--- src/rtl/vid_cpu_mux.sv ---
module vid_cpu_mux #(
  parameter int AW        = 16,
  parameter int DW        = 8,
  parameter int MAX_STALL = 4
) (
  input  logic          clk,
  input  logic          rst_n,
  output logic          phase_o,
  input  logic [AW-1:0] cpu_addr,
  input  logic [DW-1:0] cpu_wdata,
  input  logic          cpu_we,
  output logic [DW-1:0] cpu_rdata,
  output logic          cpu_ready,
  input  logic          vid_req,
  input  logic          vid_burst,
  input  logic [AW-1:0] vid_addr,
  output logic [DW-1:0] vid_data,
  output logic          vid_valid,
  output logic [AW-1:0] ram_addr,
  output logic [DW-1:0] ram_wdata,
  output logic          ram_we,
  input  logic [DW-1:0] ram_rdata
);
  localparam int CW = $clog2(MAX_STALL + 1);

  logic          phase;
  logic          stall;
  logic [CW-1:0] run;

  wire vid_slot = !phase || stall;
  wire fetch    = vid_slot && vid_req;
  wire grant    = vid_burst && (32'(run) < 32'(MAX_STALL));

  assign phase_o   = phase;
  assign cpu_ready = !stall;
  assign ram_addr  = vid_slot ? vid_addr : cpu_addr;
  assign ram_wdata = cpu_wdata;
  assign ram_we    = phase && !stall && cpu_we;

  always_ff @(posedge clk) begin
    if (!rst_n) begin
      phase     <= 1'b0;
      stall     <= 1'b0;
      run       <= '0;
      vid_valid <= 1'b0;
      vid_data  <= '0;
      cpu_rdata <= '0;
    end else begin
      phase     <= !phase;
      vid_valid <= fetch;
      if (fetch) vid_data <= ram_rdata;
      if (phase) begin
        if (!stall && !cpu_we) cpu_rdata <= ram_rdata;
        stall <= grant;
        run   <= grant ? run + 1'b1 : '0;
      end
    end
  end
endmodule


--- config.mk ---
export PLATFORM = sky130hd
export DESIGN_NAME = vid_cpu_mux
export DESIGN_NICKNAME = d
export VERILOG_FILES = /design/src/rtl/vid_cpu_mux.sv
export SDC_FILE = /design/constraint.sdc
export NUM_CORES = 1
export LEC_CHECK = 0
export BUFFER_PORTS_ARGS = -buffer_cell sky130_fd_sc_hd__buf_2
export CAP_MARGIN = 20
export CELL_PAD_IN_SITES_DETAIL_PLACEMENT = 0
export CELL_PAD_IN_SITES_GLOBAL_PLACEMENT = 1
export CORE_MARGIN = 4
export CORE_UTILIZATION = 24
export CTS_BUF_LIST = sky130_fd_sc_hd__clkbuf_8
export DETAILED_ROUTE_END_ITERATION = 12
export GPL_TIMING_DRIVEN = 0
export PLACE_DENSITY = 0.87
export SLEW_MARGIN = 15
export SYNTH_ARGS = -nofsm -noshare
export SYNTH_HDL_FRONTEND = slang
export SYNTH_SLANG_ARGS = --single-unit
--- constraint.sdc ---
create_clock -name clk -period 1.2 [get_ports clk]
set_clock_uncertainty 0.1 [all_clocks]
set_input_delay 0.06 -clock clk [delete_from_list [all_inputs] [get_ports clk]]
set_output_delay 0.06 -clock clk [all_outputs]
set_load 0.02 [all_outputs]
==> impl_metrics.sql, run 1 <==
INSERT INTO impl_metrics (metric_group, metric, value, unit) VALUES
('yosys', 'netlist_top_cells_area', 'dfxtp_1 (38%), mux2_2 (16%), mux2i_1 (7.8%)', ''),
('floorplanning', 'core_area', '4504', 'um2'),
('clocking', 'clkSinkCount', '22', ''),
('clocking', 'cts-root-buf', 'clkbuf_8', ''),
('sta', 'max_freq', '0.5900', 'GHz'),
('drt', 'wl_per_cell', '13.02', 'um'),
('clocking', 'worst_skew_pair.late_latency', '0.27', 'ns'),
('yosys', 'synth_nets', '178', ''),
('worst_setup_path', 'critical_path.cell_chain', 'nor2b_4 > buf_6 > buf_12 > buf_12 > mux2_4 > buf_6', ''),
('sta', 'worst_slew_pin_slew', '0.4614', 'ns'),
('drt', 'detail_route.wirelength', '3710', 'um'),
('clocking', 'htree_num_levels', '1', ''),
('worst_setup_path', 'setup.worst_path.end_class', 'primary output', ''),
('worst_setup_path', 'critPathLaunchType', 'register', ''),
('final_layout', 'nets', '288', ''),
('sta', 'worst_hold_slack_after_final_layout', '0.01263', 'ns'),
('min_path', 'hold_path_class', 'input pin to register', ''),
('yosys', 'ys.warnings.count', '0', ''),
('sta', 'setup_slack', '-0.4951', 'ns'),
('yosys', 'synth_commonest_cells', 'nand2_1 (24), dfxtp_1 (22), mux2_2 (16)', ''),
('drt', 'drt.antenna.violating_nets', '0', ''),
('floorplanning', 'initial_core_util', '0.2564', ''),
('worst_setup_path', 'origin_of_the_critical_flop_to_flop_path', 'phase_o', ''),
('yosys', 'synth_ff_type', 'dfxtp_1', ''),
('floorplanning', 'die-height', '77.37', 'um'),
('floorplanning', 'die_width', '77.37', 'um'),
('yosys', 'seq_area_frac_synth', '0.3814', ''),
('sta', 'setup_viol_count_final', '34', ''),
('drt', 'first_iter_violations', '28', ''),
('sta', 'period_needed', '1.695', 'ns'),
('drt', 'drt_pre_antenna_iters', '4', ''),
('drt', 'route.detailed.drc', '0', ''),
('clocking', 'tritoncts', 'built', ''),
('sta', 'max-slew-margin-rel', '0.6924', ''),
('worst_setup_path', 'critical_path.slowest_cell', 'dfxtp_4', ''),
('yosys', 'yosysTopAreaCell', 'dfxtp_1', ''),
('job', 'cap_violations', '0', ''),
('sta', 'unrepaired_setup_endpoints_after_global_routing', 'true', ''),
('yosys', 'synth.cell_area', '1155', 'um2'),
('floorplanning', 'placementRows', '24', ''),
('clocking', 'cts_made_buffers', '3', ''),
('clocking', 'cts.clk_slew.worst_paths', '0.08', 'ns'),
('worst_setup_path', 'worstPathMaxFanout', '5', ''),
('worst_setup_path', 'worst-endpoint-arrival', '1.54', 'ns'),
('min_path', 'min_from', 'vid_req', ''),
('yosys', 'avgSynthCellArea', '9.313', 'um2'),
('worst_setup_path', 'crit_path_start', 'phase_o', ''),
('floorplanning', 'number_of_ports_placed_on_the_die_boundary', '97', ''),
('sta', 'final_hold_viol_count', '0', ''),
('worst_setup_path', 'cp_max_stage_delay', '0.35', 'ns'),
('sta', 'maxSlewViolCount', '0', ''),
('placed_design', 'post_detailed_placement_half_perimeter_wirelength', '2627', 'um'),
('power_and_ir_drop', 'p_leak', '0.001082', 'uW'),
('drt', 'dr_total_vias', '1249', ''),
('power_and_ir_drop', 'power-per-cell-area', '1056', 'nW/um2'),
('status', 'run_status', 'finished, violations left', ''),
('yosys', 'netlist.area_leader.share', '0.3814', ''),
('global_routing', 'grt_first_pass_wirelength', '5823', 'um'),
('status', 'violations', 'setup timing', ''),
('final_layout', 'antenna-diode-count', '0', ''),
('drt', 'vias_per_cell', '4.382', ''),
('floorplanning', 'floorplan.die_area', '5985', 'um2'),
('global_routing', 'grt_usage', '0.1212', ''),
('global_routing', 'via_count_of_the_first_global_routing_pass', '1275', ''),
('final_layout', 'drive_gt1_frac', '0.6009', ''),
('sta', 'post-route-period-util', '1.413', ''),
('yosys', 'yosysUniqueCellTypes', '22', ''),
('global_routing', 'grt_antenna_before_repair', '0', ''),
('worst_setup_path', 'timing_worst_setup_path_type', 'register to primary output', ''),
('global_routing', 'grt_overflow', '0', ''),
('worst_setup_path', 'worst_ep_required_time', '1.04', 'ns');
sequential cells by signal, summed over array words and instances (netlist names):
register	count
vid_valid	1
run	3
phase_o	1
cpu_rdata	8
stall	1
vid_data	8
where the power goes:
group / internal (uW) / leakage, uW / total (uW) / switching [uW]
combinational: 414 / 0.000865 / 753 / 340
sequential: 767 / 0.000181 / 787 / 20.1
clock: 447 / 0.0000357 / 708 / 261
total: 1630 / 0.00108 / 2250 / 621
repair_timing:
| item | CTS | global route |
|---|---|---|
| cloned | 2 | 1 |
| setup endpoints to repair | 34 | 34 |
| hold buffers | 8 | 0 |
| gates resized for setup | 45 | 5 |
| setup buffers | 5 | 4 |
| endpoints found under the hold margin | 16 | 0 |
per-layer routing:
metal	global-route usage	wire [um]
met3	0.02778	283
met5	0	0
met1	0.1189	1352
met2	0.2366	1999
met4	0.05872	75
worst paths after layout:
| kind | slack [ns] | endpoint | cells past startpoint |
|---|---|---|---|
| max | -0.50 | ram_addr[12] | 6 |
| min reg2reg | 0.35 | cpu_rdata[6] | 2 |
| min | 0.01 | vid_valid | 3 |
| max reg2reg | -0.26 | vid_data[3] | 7 |
kinds of logic (layout without fill, tap and decap cells):
group           Yosys count  after routing  share of synthesized area
buf+inv                  19            127                     0.1148
compound gates           10             10                    0.04334
mux                      26             26                     0.2470
flops                    22             22                     0.3814
simple gates             46             47                     0.2026
fa+ha+maj                 1              1                    0.01083
area by class of cell:
type	instances	area [um2]
Buffer	15	117.6
Clock inverter	1	30.03
Fill cell	436	2375
Timing Repair Buffer	106	760.7
Inverter	2	7.507
Sequential cell	22	447.9
Tap cell	52	65.06
Multi-Input combinational cell	84	659.4
Clock buffer	3	41.29
cells in the final DEF (no fill, tap or decap):
master         netlist  layout
nand2b_4             1       2
bufinv_16            0       1
buf_4                8      13
nor2_1               4       3
nand3b_1             1       1
nand2_1             24      24
ha_1                 1       1
mux2_4               1      14
a21oi_1              2       2
inv_1                2       2
and2_4               0       1
nor2_2               0       1
dfxtp_1             22      20
clkbuf_8             0       3
dfxtp_4              0       2
dlygate4sd3_1        0       8
buf_16               0       1
mux2_2              16       3
nor2b_1              1       1
nor3b_4              1       1
nor2b_4              1       1
buf_12               0       3
nand3_1             10       8
mux2i_1              9       9
nand3_2              0       2
o21ai_1              0       8
buf_2                1      70
nand2b_1             2       2
buf_6                4      22
clkbuf_1             4       4
through the flow:
step / instance area, um2 / util / worst slack [ns] / TNS [ns]
2_1_floorplan: 1210 / - / -0.1932 / -3.800
3_3_place_gp: 1710 / 0.3797 / -0.3053 / -6.138
3_5_place_dp: 1710 / 0.3797 / -0.3229 / -6.547
4_1_cts: 2079 / 0.4617 / -0.5063 / -8.826
5_1_grt: 2130 / 0.4728 / -0.5292 / -11.35
6_report: 2130 / 0.4728 / -0.4951 / -9.880
critical path: cells and delay by family (launching register included):
kind,cells,cell delay (ns)
and+or+nand+nor,1,0.12
muxes,1,0.29
buffers and inverters,4,0.51
DFF,1,0.35
No activity file was read; power rests on OpenSTA's default activity.
==> run 2, diff against run 1 <==
CORE_ASPECT_RATIO = 0.7   (was not set)
==> impl_metrics.sql, run 2 (same netlist as run 1, synthesis figures left out) <==
INSERT INTO impl_metrics (metric_group, metric, value, unit) VALUES
('status', 'run_status', 'finished, violations left', ''),
('status', 'violations', 'setup timing', ''),
('clocking', 'cts.clk_slew.worst_paths', '0.08', 'ns'),
('worst_setup_path', 'worstPathMaxFanout', '5', ''),
('floorplanning', 'number_of_ports_placed_on_the_die_boundary', '97', ''),
('sta', 'setup_viol_count_final', '35', ''),
('worst_setup_path', 'timing.critical_path.max_delay_family', 'buffers and inverters', ''),
('clocking', 'clkSinkCount', '22', ''),
('global_routing', 'via_count_of_the_first_global_routing_pass', '1285', ''),
('global_routing', 'grt_usage', '0.1285', ''),
('placed_design', 'placedInstanceArea', '1714', 'um2'),
('global_routing', 'grt_antenna_before_repair', '0', ''),
('final_layout', 'layout.cells.most_common', 'buf_2', ''),
('drt', 'drt_pre_antenna_iters', '4', ''),
('final_layout', 'nets', '291', ''),
('worst_setup_path', 'critical_path.slowest_cell', 'dfxtp_4', ''),
('power_and_ir_drop', 'p_sw_frac', '0.2940', ''),
('final_layout', 'antenna-diode-count', '0', ''),
('final_layout', 'layout_common_cells', 'buf_2 (70), nand2_1 (24), buf_6 (24)', ''),
('global_routing', 'largest_net_degree_at_the_start_of_global_routing', '13', ''),
('worst_setup_path', 'worst_ep_required_time', '1.04', 'ns'),
('final_layout', 'drive_gt1_frac', '0.6525', ''),
('power_and_ir_drop', 'p_leak', '0.001109', 'uW'),
('floorplanning', 'initial_core_util', '0.2578', ''),
('global_routing', 'grt_overflow', '0', ''),
('placed_design', 'post_detailed_placement_half_perimeter_wirelength', '2728', 'um'),
('worst_setup_path', 'crit_cells', '5', ''),
('sta', 'final_hold_viol_count', '0', ''),
('drt', 'detail_route.wirelength', '4093', 'um'),
('power_and_ir_drop', 'combinationalPowerShare', '0.373', ''),
('floorplanning', 'floorplan.die_area', '6003', 'um2'),
('drt', 'wl_per_cell', '14.07', 'um'),
('drt', 'first_iter_violations', '36', ''),
('drt', 'drt.antenna.violating_nets', '0', ''),
('power_and_ir_drop', 'totalPowerFinal', '2107', 'uW'),
('worst_setup_path', 'critical_path.cell_chain', 'nor2b_4 > buf_12 > buf_12 > mux2_4 > buf_6', ''),
('sta', 'period_needed', '1.682', 'ns'),
('worst_setup_path', 'critical_path.reg2reg.endpoint', 'cpu_rdata[6]', ''),
('sta', 'setup_slack', '-0.4815', 'ns'),
('floorplanning', 'placementRows', '20', ''),
('clocking', 'cts-root-to-sink-buffers', '2', ''),
('worst_setup_path', 'setup.worst_path.end_class', 'primary output', ''),
('power_and_ir_drop', 'power.internal', '1487', 'uW'),
('floorplanning', 'die-height', '66.04', 'um'),
('worst_setup_path', 'critPathMostFrequentCell', 'buf_12', ''),
('floorplanning', 'core_area', '4479', 'um2'),
('power_and_ir_drop', 'power.share.sequential', '0.375', ''),
('sta', 'worst_slew_pin_slew', '0.6108', 'ns'),
('worst_setup_path', 'crit_path_start', 'phase_o', ''),
('sta', 'maxSlewViolCount', '0', ''),
('placed_design', 'globalplace.congestion', '0.7379', ''),
('min_path', 'hold_path_class', 'input pin to register', ''),
('worst_setup_path', 'critical_path.endpoint', 'ram_addr[12]', ''),
('power_and_ir_drop', 'clkPwrFrac', '0.252', ''),
('sta', 'post-route-period-util', '1.401', ''),
('clocking', 'tritoncts', 'built', ''),
('power_and_ir_drop', 'netSwitchingPower', '619.3', 'uW'),
('worst_setup_path', 'rr_worst_depth', '6', ''),
('global_routing', 'grt_first_pass_wirelength', '6113', 'um'),
('drt', 'route.detailed.drc', '0', ''),
('worst_setup_path', 'origin_of_the_critical_flop_to_flop_path', 'phase_o', ''),
('worst_setup_path', 'cp_num_buf_inv', '3', ''),
('drt', 'dr_total_vias', '1263', ''),
('power_and_ir_drop', 'max-vdd-ir-drop', '0.0005900', 'V'),
('sta', 'unrepaired_setup_endpoints_after_global_routing', 'true', ''),
('clocking', 'cts-root-buf', 'clkbuf_8', ''),
('power_and_ir_drop', 'power-per-cell-area', '956.7', 'nW/um2'),
('job', 'cap_violations', '0', ''),
('clocking', 'cts_made_buffers', '3', ''),
('drt', 'vias_per_cell', '4.340', ''),
('clocking', 'worst_skew_pair.late_latency', '0.27', 'ns'),
('placed_design', 'place.port_buffers', '87', ''),
('sta', 'max_freq', '0.5947', 'GHz'),
('worst_setup_path', 'critPathLaunchType', 'register', ''),
('worst_setup_path', 'worst-r2r-setup-slack', '-0.13', 'ns'),
('sta', 'worst_hold_slack_after_final_layout', '0.04514', 'ns'),
('sta', 'max-slew-margin-rel', '0.5928', ''),
('worst_setup_path', 'worst-endpoint-arrival', '1.52', 'ns'),
('final_layout', 'final_cell_area', '2202', 'um2'),
('floorplanning', 'die_width', '90.91', 'um'),
('clocking', 'htree_num_levels', '1', ''),
('worst_setup_path', 'timing_worst_setup_path_type', 'register to primary output', ''),
('worst_setup_path', 'cp_max_stage_delay', '0.35', 'ns'),
('final_layout', 'reg_top3', 'cpu_rdata (8), vid_data (8), run (3)', ''),
('final_layout', 'layout_area_growth_over_synthesis', '90.68', '%');
## run 2: changes by cell type in the layout (fill, tap and decap cells not counted), moves of 2 or more
cell and delta:
o21ai_1 -5, nand3_2 +6, nand3_1 -7, mux2_2 -3, o21ai_2 +5, buf_6 +2, mux2_4 +3
## run 2: worst min-delay path by stage
stage	from	end	slack [ns]	cells after the start
finish	rst_n	cpu_rdata[0]	0.05	3
global route	vid_burst	run[2]	0.06	4
CTS	rst_n	cpu_rdata[0]	0.03	3
detailed placement	ram_rdata[7]	cpu_rdata[7]	0.22	3
global placement	ram_rdata[7]	cpu_rdata[7]	0.22	3
floorplan	ram_rdata[0]	cpu_rdata[0]	0.1	2
## run 2: through the flow
| stage | instances | setup TNS (ns) | worst slack [ns] | utilization |
|---|---|---|---|---|
| 2_1_floorplan | 124 | -3.800 | -0.1932 | - |
| 3_3_place_gp | 266 | -5.844 | -0.3091 | 0.3827 |
| 3_5_place_dp | 266 | -6.178 | -0.3206 | 0.3827 |
| 4_1_cts | 288 | -9.662 | -0.5059 | 0.4751 |
| 5_1_grt | 291 | -10.95 | -0.5376 | 0.4916 |
| 6_report | 291 | -8.876 | -0.4815 | 0.4916 |
## run 2: routing by layer
layer | vias up | track usage | wire length [um] | part of all wire
met5 | - | 0 | 0 | 0
met4 | 0 | 0.03008 | 37 | 0.0090
met3 | 7 | 0.03982 | 223 | 0.054
met2 | 43 | 0.2419 | 2214 | 0.54
met1 | 581 | 0.1431 | 1618 | 0.40
li1 | 632 | - | - | -
## run 2: layout make-up
class                           count  area (um2)
Multi-Input combinational cell     84       724.4
Sequential cell                    22       445.4
Clock buffer                        4       55.05
Buffer                             14       106.4
Tap cell                           55       68.82
Timing Repair Buffer              110       794.5
Inverter                            2       7.507
Fill cell                         412        2277
## run 2: power by group through the flow
| stage | Sequential, uW | Combinational, uW | Clock, uW |
|---|---|---|---|
| global route | 795 | 834 | 582 |
| detailed placement | 807 | 571 | 0 |
| CTS | 791 | 753 | 542 |
| floorplan | 848 | 331 | 0 |
| finish | 790 | 785 | 531 |
| global placement | 805 | 564 | 0 |
## run 2: what timing repair did
item	CTS	global route
gates cloned	2	1
setup buffers	10	5
setup endpoints to repair	34	38
pin swaps	0	4
hold buffers	8	0
gates resized for setup	48	19
hold endpoints to repair	16	0
## run 2: worst register-to-register path, delay by kind of cell (launching register included)
family          cells  cell delay [ns]
compound gates      1             0.10
buf+inv             3             0.36
flops               1             0.35
simple gates        2             0.34
